File: src/rtl/ac97m_pkg.sv
package ac97m_pkg;
  parameter int IDX_W = 4;
  typedef logic [IDX_W-1:0] slot_idx_t;

  localparam slot_idx_t SLOT_TAG    = 4'd0;
  localparam slot_idx_t SLOT_ADDR   = 4'd1;
  localparam slot_idx_t SLOT_DATA   = 4'd2;
  localparam slot_idx_t AUDIO_FIRST = 4'd3;
  localparam slot_idx_t AUDIO_LAST  = 4'd11;
  localparam int        NUM_CODES   = 1 << IDX_W;
endpackage

File: src/rtl/ac97m_tag_unit.sv
module ac97m_tag_unit
  import ac97m_pkg::*;
#(
  parameter int TAG_W   = 16,
  parameter int VALID_W = 12
) (
  input  logic                 clk,
  input  logic                 rst,
  input  logic                 frm_start,
  input  logic                 slot_stb,
  input  slot_idx_t            slot_idx,
  input  logic [TAG_W-1:0]     tag_word,
  output logic [NUM_CODES-1:0] slot_en,
  output logic                 tag_stb,
  output logic                 tag_ready,
  output logic [VALID_W-1:0]   tag_valid,
  output logic [TAG_W-VALID_W-3:0] tag_codec,
  output logic                 tag_rsv_err
);
  localparam int READY_POS = TAG_W - 1;
  localparam int VALID_LSB = READY_POS - VALID_W;
  localparam int RSV_POS   = VALID_LSB - 1;
  localparam int CODEC_W   = RSV_POS;

  logic [VALID_W-1:0] mask_q;
  logic               is_tag;

  assign is_tag = slot_stb && (slot_idx == SLOT_TAG);

  // slot s is flagged by mask bit (VALID_W - s); a frame start blanks all
  genvar s;
  generate
    for (s = 0; s < NUM_CODES; s++) begin : g_en
      if (s == 0) begin : g_tag
        assign slot_en[s] = 1'b1;
      end else if (s <= VALID_W) begin : g_flag
        assign slot_en[s] = !frm_start && mask_q[VALID_W-s];
      end else begin : g_none
        assign slot_en[s] = 1'b0;
      end
    end
  endgenerate

  always_ff @(posedge clk) begin
    if (rst) begin
      mask_q      <= '0;
      tag_stb     <= 1'b0;
      tag_ready   <= 1'b0;
      tag_valid   <= '0;
      tag_codec   <= '0;
      tag_rsv_err <= 1'b0;
    end else begin
      tag_stb <= is_tag;
      if (is_tag) begin
        mask_q      <= tag_word[READY_POS-1:VALID_LSB];
        tag_ready   <= tag_word[READY_POS];
        tag_valid   <= tag_word[READY_POS-1:VALID_LSB];
        tag_codec   <= tag_word[CODEC_W-1:0];
        tag_rsv_err <= tag_word[RSV_POS];
      end else if (frm_start) begin
        mask_q <= '0;
      end
    end
  end
endmodule

File: src/rtl/ac97m_reg_unit.sv
module ac97m_reg_unit
  import ac97m_pkg::*;
#(
  parameter int SLOT_W      = 20,
  parameter int ADDR_W      = 7,
  parameter int DATA_W      = 16,
  parameter int REQ_W       = 10,
  parameter bit DIR_INBOUND = 1'b0
) (
  input  logic              clk,
  input  logic              rst,
  input  logic              frm_start,
  input  logic              slot_stb,
  input  slot_idx_t         slot_idx,
  input  logic [SLOT_W-1:0] slot_data,
  input  logic              en_addr,
  input  logic              en_data,
  output logic              acc_stb,
  output logic              acc_rd,
  output logic [ADDR_W-1:0] acc_addr,
  output logic [DATA_W-1:0] acc_data,
  output logic [REQ_W-1:0]  acc_req,
  output logic              acc_rsv_err,
  output logic              acc_odd_err
);
  localparam int TOP_POS  = SLOT_W - 1;
  localparam int ADDR_LSB = TOP_POS - ADDR_W;
  localparam int REQ_LSB  = ADDR_LSB - REQ_W;
  localparam int DRSV_W   = SLOT_W - DATA_W;

  // per-direction interpretation of the address slot
  logic             s1_rd;
  logic [REQ_W-1:0] s1_req;
  logic             s1_rsv;

  generate
    if (DIR_INBOUND) begin : g_inbound
      assign s1_rd  = 1'b0;
      assign s1_req = slot_data[ADDR_LSB-1:REQ_LSB];
      assign s1_rsv = slot_data[TOP_POS] || (slot_data[REQ_LSB-1:0] != '0);
    end else begin : g_outbound
      assign s1_rd  = slot_data[TOP_POS];
      assign s1_req = '0;
      assign s1_rsv = (slot_data[ADDR_LSB-1:0] != '0);
    end
  endgenerate

  logic              seen_q;
  logic              rd_q;
  logic [ADDR_W-1:0] addr_q;
  logic [REQ_W-1:0]  req_q;
  logic              rsv_q;
  logic              take_addr;
  logic              fire;
  logic              d_rsv;

  assign take_addr = slot_stb && (slot_idx == SLOT_ADDR) && en_addr;
  assign fire      = slot_stb && (slot_idx == SLOT_DATA) && en_data && seen_q;
  assign d_rsv     = (slot_data[DRSV_W-1:0] != '0);

  always_ff @(posedge clk) begin
    if (rst) begin
      seen_q      <= 1'b0;
      rd_q        <= 1'b0;
      addr_q      <= '0;
      req_q       <= '0;
      rsv_q       <= 1'b0;
      acc_stb     <= 1'b0;
      acc_rd      <= 1'b0;
      acc_addr    <= '0;
      acc_data    <= '0;
      acc_req     <= '0;
      acc_rsv_err <= 1'b0;
      acc_odd_err <= 1'b0;
    end else begin
      acc_stb <= fire;
      if (frm_start) seen_q <= 1'b0;
      if (take_addr) begin
        seen_q <= 1'b1;
        rd_q   <= s1_rd;
        addr_q <= slot_data[TOP_POS-1:ADDR_LSB];
        req_q  <= s1_req;
        rsv_q  <= s1_rsv;
      end
      if (fire) begin
        seen_q      <= 1'b0;
        acc_rd      <= rd_q;
        acc_addr    <= addr_q;
        acc_data    <= slot_data[TOP_POS:DRSV_W];
        acc_req     <= req_q;
        acc_rsv_err <= rsv_q || d_rsv;
        acc_odd_err <= addr_q[0];
      end
    end
  end
endmodule

File: src/rtl/ac97m_audio_unit.sv
module ac97m_audio_unit
  import ac97m_pkg::*;
#(
  parameter int SMP_W = 16
) (
  input  logic                 clk,
  input  logic                 rst,
  input  logic                 slot_stb,
  input  slot_idx_t            slot_idx,
  input  logic [SMP_W-1:0]     slot_upper,
  input  logic [NUM_CODES-1:0] slot_en,
  output logic                 smp_stb,
  output slot_idx_t            smp_chan,
  output logic [SMP_W-1:0]     smp_data
);
  logic take;

  assign take = slot_stb && (slot_idx >= AUDIO_FIRST) &&
                (slot_idx <= AUDIO_LAST) && slot_en[slot_idx];

  always_ff @(posedge clk) begin
    if (rst) begin
      smp_stb  <= 1'b0;
      smp_chan <= '0;
      smp_data <= '0;
    end else begin
      smp_stb <= take;
      if (take) begin
        smp_chan <= slot_idx;
        smp_data <= slot_upper;
      end
    end
  end
endmodule

File: src/rtl/ac97m_slot_decoder.sv
module ac97m_slot_decoder
  import ac97m_pkg::*;
#(
  parameter bit DIR_INBOUND = 1'b0,
  parameter int SLOT_W      = 20,
  parameter int TAG_W       = 16,
  parameter int VALID_W     = 12,
  parameter int ADDR_W      = 7,
  parameter int DATA_W      = 16,
  parameter int REQ_W       = 10,
  parameter int SMP_W       = 16
) (
  input  logic                         clk,
  input  logic                         rst,
  input  logic                         frm_start,
  input  logic                         slot_stb,
  input  logic [3:0]                   slot_idx,
  input  logic [SLOT_W-1:0]            slot_data,
  output logic                         tag_stb,
  output logic                         tag_ready,
  output logic [VALID_W-1:0]           tag_valid,
  output logic [TAG_W-VALID_W-3:0]     tag_codec,
  output logic                         tag_rsv_err,
  output logic                         acc_stb,
  output logic                         acc_rd,
  output logic [ADDR_W-1:0]            acc_addr,
  output logic [DATA_W-1:0]            acc_data,
  output logic [REQ_W-1:0]             acc_req,
  output logic                         acc_rsv_err,
  output logic                         acc_odd_err,
  output logic                         smp_stb,
  output logic [3:0]                   smp_chan,
  output logic [SMP_W-1:0]             smp_data
);
  logic [NUM_CODES-1:0] slot_en;

  ac97m_tag_unit #(
    .TAG_W   (TAG_W),
    .VALID_W (VALID_W)
  ) u_tag (
    .clk         (clk),
    .rst         (rst),
    .frm_start   (frm_start),
    .slot_stb    (slot_stb),
    .slot_idx    (slot_idx),
    .tag_word    (slot_data[TAG_W-1:0]),
    .slot_en     (slot_en),
    .tag_stb     (tag_stb),
    .tag_ready   (tag_ready),
    .tag_valid   (tag_valid),
    .tag_codec   (tag_codec),
    .tag_rsv_err (tag_rsv_err)
  );

  ac97m_reg_unit #(
    .SLOT_W      (SLOT_W),
    .ADDR_W      (ADDR_W),
    .DATA_W      (DATA_W),
    .REQ_W       (REQ_W),
    .DIR_INBOUND (DIR_INBOUND)
  ) u_reg (
    .clk         (clk),
    .rst         (rst),
    .frm_start   (frm_start),
    .slot_stb    (slot_stb),
    .slot_idx    (slot_idx),
    .slot_data   (slot_data),
    .en_addr     (slot_en[SLOT_ADDR]),
    .en_data     (slot_en[SLOT_DATA]),
    .acc_stb     (acc_stb),
    .acc_rd      (acc_rd),
    .acc_addr    (acc_addr),
    .acc_data    (acc_data),
    .acc_req     (acc_req),
    .acc_rsv_err (acc_rsv_err),
    .acc_odd_err (acc_odd_err)
  );

  ac97m_audio_unit #(
    .SMP_W (SMP_W)
  ) u_audio (
    .clk        (clk),
    .rst        (rst),
    .slot_stb   (slot_stb),
    .slot_idx   (slot_idx),
    .slot_upper (slot_data[SLOT_W-1:SLOT_W-SMP_W]),
    .slot_en    (slot_en),
    .smp_stb    (smp_stb),
    .smp_chan   (smp_chan),
    .smp_data   (smp_data)
  );
endmodule

File: config.mk
export PLATFORM = sky130hd
export DESIGN_NAME = ac97m_slot_decoder
export DESIGN_NICKNAME = d
export VERILOG_FILES = /design/src/rtl/ac97m_pkg.sv /design/src/rtl/ac97m_tag_unit.sv /design/src/rtl/ac97m_reg_unit.sv /design/src/rtl/ac97m_audio_unit.sv /design/src/rtl/ac97m_slot_decoder.sv
export SDC_FILE = /design/constraint.sdc
export NUM_CORES = 1
export LEC_CHECK = 0
export ABC_AREA = 0
export BUFFER_PORTS_ARGS = -buffer_cell sky130_fd_sc_hd__buf_2
export CAP_MARGIN = 20
export CELL_PAD_IN_SITES_DETAIL_PLACEMENT = 1
export CELL_PAD_IN_SITES_GLOBAL_PLACEMENT = 1
export CORE_UTILIZATION = 42
export CTS_CLUSTER_SIZE = 12
export DETAILED_ROUTE_END_ITERATION = 6
export PLACE_DENSITY_LB_ADDON = 0.15
export SKIP_LAST_GASP = 1
export SLEW_MARGIN = 30
export SYNTH_ARGS = -nofsm -noshare
export SYNTH_HDL_FRONTEND = slang
export SYNTH_HIERARCHICAL = 1
export SYNTH_SLANG_ARGS = --single-unit
File: constraint.sdc
create_clock -name clk -period 2.1 [get_ports clk]
set_input_delay 0 -clock clk [delete_from_list [all_inputs] [get_ports clk]]
set_output_delay 0 -clock clk [all_outputs]
set_load 0.01 [all_outputs]
==> summary.md, run 1 <==
| Metric | Value |
|---|---|
| First-pass GRT wire length | `between 15 and 20 mm` |
| Clk sink count | `85` |
| Max Slew Vio Count | `0` |
| Crit start category | `flop` |
| CTS Root Cell | `clkbuf_8` |
| Static Leak | `~1.8 nW` |
| Setup tns final | `0 ps` |
| GRT Total Usage | `0.229` |
| Worst slew margin | `0.654` |
| FP Rows | `33` |
| DRC | `0` |
| Syn_area_per_cell | `approximately 9.7 um^2` |
| Die height | `94.0 um` |
| Share of post-route cells with drive strength above 1 | `0.258` |
| Final Skew | `just under 8 ps` |
| Antenna Violating Nets Remaining | `0` |
| Hold-fix buffers, CTS | `20` |
| Clock-pin slew on the worst setup and hold paths | `around 80 ps` |
| Hold WS | `roughly 20 ps` |
| Initial antenna violation count | `0` |
| Reg2reg start | `u_tag/mask_q[6]` |
| Status | `completed` |
| Min cycle time layout | `between 1500 and 2000 ps` |
| Starting Density | `0.433` |
| CP Launch Point | `u_tag/mask_q[6]` |
| GP Congestion | `around 0.74` |
| Final #Nets | `around 500` |
| Gr ovfl total | `0` |
| Area grow syn2layout | `23.5%` |
| Largest net degree at the start of global routing | `between 60 and 70` |
| Met2 routed WL | `between 4 and 5 mm` |
| CP Data Arrival Time | `~2000 ps` |
| Register Area | `roughly 1700 um^2` |
| Clock Tree Buf Depth | `2` |
| Post-DP HPWL | `about 6.3 mm` |
| CTS tree | `done` |
| Tcrit/Tclk final | `0.821` |
| FILL cells | `just under 1k` |
| Setup bufs post-CTS | `0` |
| Ports | `just over 100` |
| Area of the multi-input gates | `between 1500 and 2000 um^2` |
| Core Region | `between 8000 and 9000 um^2` |
| Inserted Diodes | `0` |
| PwrDens | `700 nW/um^2` |
| Final Hold Fails | `0` |
| Worst Path Max Fanout | `21` |
| Met1 Wirelength | `4.45 mm` |
| DR pass1 iterations | `4` |
| HP Start | `slot_idx[3]` |
| Critical Path RT | `~2400 ps` |
| CP Capture Type | `flop` |
| Drt first-iter violations | `95` |
| Worst-Margin Slew | `between 500 and 600 ps` |
| Vias per std cell | `about 5.3` |
| CP Class | `reg -> reg` |
| Highest Signal Layer | `met4` |
| Final count of negative-setup-slack endpoints | `0` |
| Htree depth | `3` |
| Full die area | `8840 um^2` |
| Min-Delay Path Class | `in -> reg` |
| Die width | `between 90 and 100 um` |
| DRT Wirelength | `between 9 and 10 mm` |
| Post-synthesis cell count | `between 300 and 400` |
| Detailed-route via count | `3,049` |
| Maxcap violations | `0` |
| WL/cell | `between 15 and 20 um` |
| Vias in the first global route | `between 3k and 4k` |
| Unrepaired setup endpoints after global routing | `no` |
| CTS buffer count | `9` |
| Non-Filler Instances | `~580` |
| Yosys warns | `6` |
| Dpl cells | `roughly 540` |
| Clk_lat worst skew | `between 300 and 400 ps` |
| Met3 WL | `approximately 430 um` |
| Synthesized cell area | `~3600 um^2` |
| VDD IR max | `between 0.3 and 0.4 mV` |
| PortBufs | `just over 90` |
| Post-cts sizing count | `0` |
| Achievable frequency | `0.580 GHz` |
## cell type report
class,instances,area share
clock buffer,11,0.0322
clock inverter,5,0.0137
inverter,2,0.00171
multi-input combinational,248,0.364
sequential,85,0.388
tap,105,0.0299
timing repair buffer,122,0.170
## layout by cell type, fill, tap and decap left out, types with 2 or more instances in the layout
cell,instances
a21oi_1,40
or2b_1,2
nand3_1,37
nor3_1,3
dlygate4sd3_1,20
buf_4,9
a22o_1,23
clkinvlp_4,4
mux2i_1,24
o21ai_0,7
dfxtp_1,85
or4_1,3
nor2b_1,13
o21ai_1,29
buf_2,92
inv_1,2
conb_1,10
clkbuf_8,10
nand2b_1,39
## through the flow
step | total power [W] | area (um^2) | setup slack, ps | utilization
6_report | 0.00307 | 4390 | 375 | 0.534
2_1_floorplan | 0.00183 | 3590 | 728 | -
5_1_grt | 0.00321 | 4390 | 256 | 0.534
3_3_place_gp | 0.00191 | 3990 | 592 | 0.485
3_5_place_dp | 0.00192 | 3990 | 452 | 0.485
4_1_cts | 0.00311 | 4390 | 369 | 0.534
## sequential cells by signal, summed over array words and instances, names as in the netlist, 2 cells and up
name	cells
u_tag/tag_valid	12
u_reg/acc_data	16
u_reg/acc_addr	7
u_audio/smp_chan	4
u_tag/mask_q	11
u_reg/addr_q	7
u_tag/tag_codec	2
u_audio/smp_data	16
## report_power, final
part / leakage, nW / total (W) / internal (W) / switching [W]
logic: 1.03 / 0.000266 / 0.000109 / 0.000158
clock network: 0.0878 / 0.00117 / 0.000582 / 0.000586
registers: 0.686 / 0.00164 / 0.00163 / 0.00000960
## path summary, 6_finish.rpt
path	to	cells past startpoint	slack (ps)
max	u_audio/smp_chan[1]	6	380
min	u_audio/smp_chan[3]	3	20
max reg2reg	u_audio/smp_chan[1]	6	380
min reg2reg	u_reg/acc_addr[0]	2	470
## layer usage
metal	vias up	global-route usage
li1	1479	-
met3	8	0.0510
met1	1478	0.291
met5	-	0
met4	0	0.0769
met2	84	0.382
## critical path, cell delays in order (launching register included)
cell,delay [ps]
dfxtp_1,310
nor2b_1,180
mux2i_1,110
a31oi_1,220
and4_1,230
buf_4,340
mux2i_1,260
No activity file was read; power rests on OpenSTA's default activity.
==> run 2: changes to the inputs <==
--- a/config.mk
+++ b/config.mk
@@ -5,12 +5,12 @@
 export SDC_FILE = /design/constraint.sdc
 export NUM_CORES = 1
 export LEC_CHECK = 0
-export ABC_AREA = 0
+export ABC_AREA = 1
 export BUFFER_PORTS_ARGS = -buffer_cell sky130_fd_sc_hd__buf_2
 export CAP_MARGIN = 20
 export CELL_PAD_IN_SITES_DETAIL_PLACEMENT = 1
 export CELL_PAD_IN_SITES_GLOBAL_PLACEMENT = 1
-export CORE_UTILIZATION = 42
+export CORE_UTILIZATION = 33
 export CTS_CLUSTER_SIZE = 12
 export DETAILED_ROUTE_END_ITERATION = 6
 export PLACE_DENSITY_LB_ADDON = 0.15
==> constraint.sdc (replaced) <==
create_clock -name clk -period 1.5 [get_ports clk]
set_input_delay 0 -clock clk [delete_from_list [all_inputs] [get_ports clk]]
set_output_delay 0 -clock clk [all_outputs]
set_load 0.01 [all_outputs]
==> run 2 against run 1 <==
Effect of this change:
- cell area is 10% higher
- sequential power grew 41%
- worst hold slack improved by 100 ps
- synthesized cell count increased by 36%
- critical endpoint is now u_audio/smp_data[12]
- largest cell class unchanged
==> summary.md, run 2 <==
| Metric | Value |
|---|---|
| CTS buffer count | `9` |
| Drt first-iter violations | `around 160` |
| Worst-Margin Slew | `587 ps` |
| Reg2reg start | `u_tag/mask_q[6]` |
| Crit start category | `flop` |
| Register Area | `1710 um^2` |
| DRC | `0` |
| FP Rows | `38` |
| Status | `completed` |
| R2R setup slack | `around 50 ps` |
| Unrepaired setup endpoints after global routing | `yes` |
| Clk_lat worst skew | `between 300 and 400 ps` |
| Area of the multi-input gates | `1580 um^2` |
| Critical Path RT | `1730 ps` |
| CP Capture Type | `flop` |
| Syn_area_per_cell | `between 7 and 8 um^2` |
| Share of post-route cells with drive strength above 1 | `0.245` |
| Internal power | `0.00384 W` |
| Yosys warns | `6` |
| Achievable frequency | `between 0.6 and 0.7 GHz` |
| VDD IR max | `0.400 mV` |
| Detailed-route via count | `about 3.6k` |
| Die height | `108 um` |
| FILL cells | `about 1.4k` |
| Clock-pin slew on the worst setup and hold paths | `about 60 ps` |
| Gr ovfl total | `0` |
| PwrDens | `about 1100 nW/um^2` |
| Inserted Diodes | `0` |
| Initial antenna violation count | `0` |
| WL/cell | `~15 um` |
| Die width | `between 100 and 150 um` |
| Clk pwr share | `0.443` |
| Maxcap violations | `0` |
| CP Data Arrival Time | `approximately 1700 ps` |
| CP Class | `reg -> reg` |
| DRT Wirelength | `11.0 mm` |
| Non-Filler Instances | `about 750` |
| Ports | `103` |
| Static Leak | `around 2.3 nW` |
| Final Hold Fails | `0` |
| Sequential share of power | `0.454` |
| Full die area | `between 10,000 and 15,000 um^2` |
| R2R Path End | `u_audio/smp_data[12]` |
| Sw Share | `0.248` |
| CP Launch Point | `u_tag/mask_q[6]` |
| Net Sw Power | `between 0.001 and 0.0015 W` |
| R2R cell count | `11` |
| Antenna Violating Nets Remaining | `0` |
| CP Capture Point | `u_audio/smp_data[12]` |
| Tcrit/Tclk final | `0.967` |
| Synthesized cell area | `3730 um^2` |
| Worst slew margin | `0.608` |
| Largest registers | `u_audio/smp_data x16, u_reg/acc_data x16, u_tag/tag_valid x12` |
| Largest net degree at the start of global routing | `61` |
| Min-Delay Path Class | `in -> reg` |
| Htree depth | `3` |
| Clk sink count | `85` |
| Comb pwr share | `0.103` |
| Dpl cells | `roughly 700` |
| Final Skew | `approximately 6.4 ps` |
| DR pass1 iterations | `4` |
| Vias per std cell | `roughly 4.8` |
| CTS Root Cell | `clkbuf_16` |
| Setup tns final | `0 ps` |
| Most frequent cells in the layout | `96 x nand2_1, 92 x buf_2, 87 x nand3_1` |
| Max Slew Vio Count | `0` |
| Final count of negative-setup-slack endpoints | `0` |
| Commonest non-fill, non-tap cell in the layout | `nand2_1` |
| CTS tree | `done` |
| GP Congestion | `0.770` |
| Post-DP HPWL | `7.43 mm` |
| First-pass GRT wire length | `17.3 mm` |
| GRT Total Usage | `0.195` |
| Final #Nets | `~630` |
| Area grow syn2layout | `30.0%` |
| Min cycle time layout | `approximately 1400 ps` |
| Starting Density | `0.341` |
| PortBufs | `between 90 and 100` |
| Post-synthesis cell count | `approximately 500` |
| Vias in the first global route | `3,316` |
| Tot Pwr | `0.00511 W` |
| Clock Tree Buf Depth | `2` |
| Core Region | `10,900 um^2` |
| Worst Path Max Fanout | `10` |
[run 2: what timing repair did]
item	4_1_cts	5_1_grt
gates resized for setup	0	9
hold buffers	21	0
endpoints found under the setup margin	0	29
setup buffers	0	1
endpoints found under the hold margin	29	0
[run 2: layout make-up]
class                   instances  share of cell area
flip-flops and latches         85               0.352
multi-input cells             333               0.326
repair buffers                128               0.188
clock buffers                  10              0.0493
well taps                     140              0.0362
inverters                      46              0.0356
clock inverters                 6              0.0127
[run 2: power groups by stage]
stage / Sequential, W / Clock, W / Combinational (W)
floorplan: 0.00239 / 0 / 0.000269
global placement: 0.00237 / 0 / 0.000439
detailed placement: 0.00237 / 0 / 0.000443
CTS: 0.00232 / 0.00233 / 0.000487
global route: 0.00232 / 0.00246 / 0.000581
finish: 0.00232 / 0.00226 / 0.000526
[run 2: worst min-delay path by stage]
stage                 from                  end  cells after the start
5_1_grt        slot_idx[3]  u_audio/smp_chan[3]                      5
6_report         frm_start         u_reg/seen_q                      4
3_3_place_gp           rst        u_reg/acc_stb                      2
3_5_place_dp           rst        u_reg/acc_stb                      2
2_1_floorplan          rst      u_audio/smp_stb                      1
4_1_cts          frm_start         u_reg/seen_q                      4
[run 2: per-stage QoR]
| stage | setup WS [ps] | cell area [um^2] | hold WS (ps) | util |
|---|---|---|---|---|
| 2_1_floorplan | 282 | 3760 | 71.6 | - |
| 4_1_cts | 95.5 | 4720 | 101 | 0.432 |
| 5_1_grt | -36.4 | 4840 | 172 | 0.443 |
| 6_report | 50.0 | 4840 | 120 | 0.443 |
| 3_5_place_dp | 110 | 4210 | 250 | 0.385 |
| 3_3_place_gp | 119 | 4210 | 257 | 0.385 |
[run 2: metal layers]
layer,routed length (um),GRT usage,up-vias
met5,0,0,-
met4,123,0.0598,0
met2,5060,0.303,84
li1,-,-,1792
met3,548,0.0506,10
met1,5310,0.264,1681
[run 2: worst max-delay path: stages (launching register included)]
cell and delay, ps:
dfxtp_2 320, inv_1 50, nor2_2 80, nand2_1 80, nand3_2 100, nand2_2 70, a21oi_4 160, buf_12 140
clkbuf_16 150, nand3_1 70, nand2_1 70, nor2_1 50
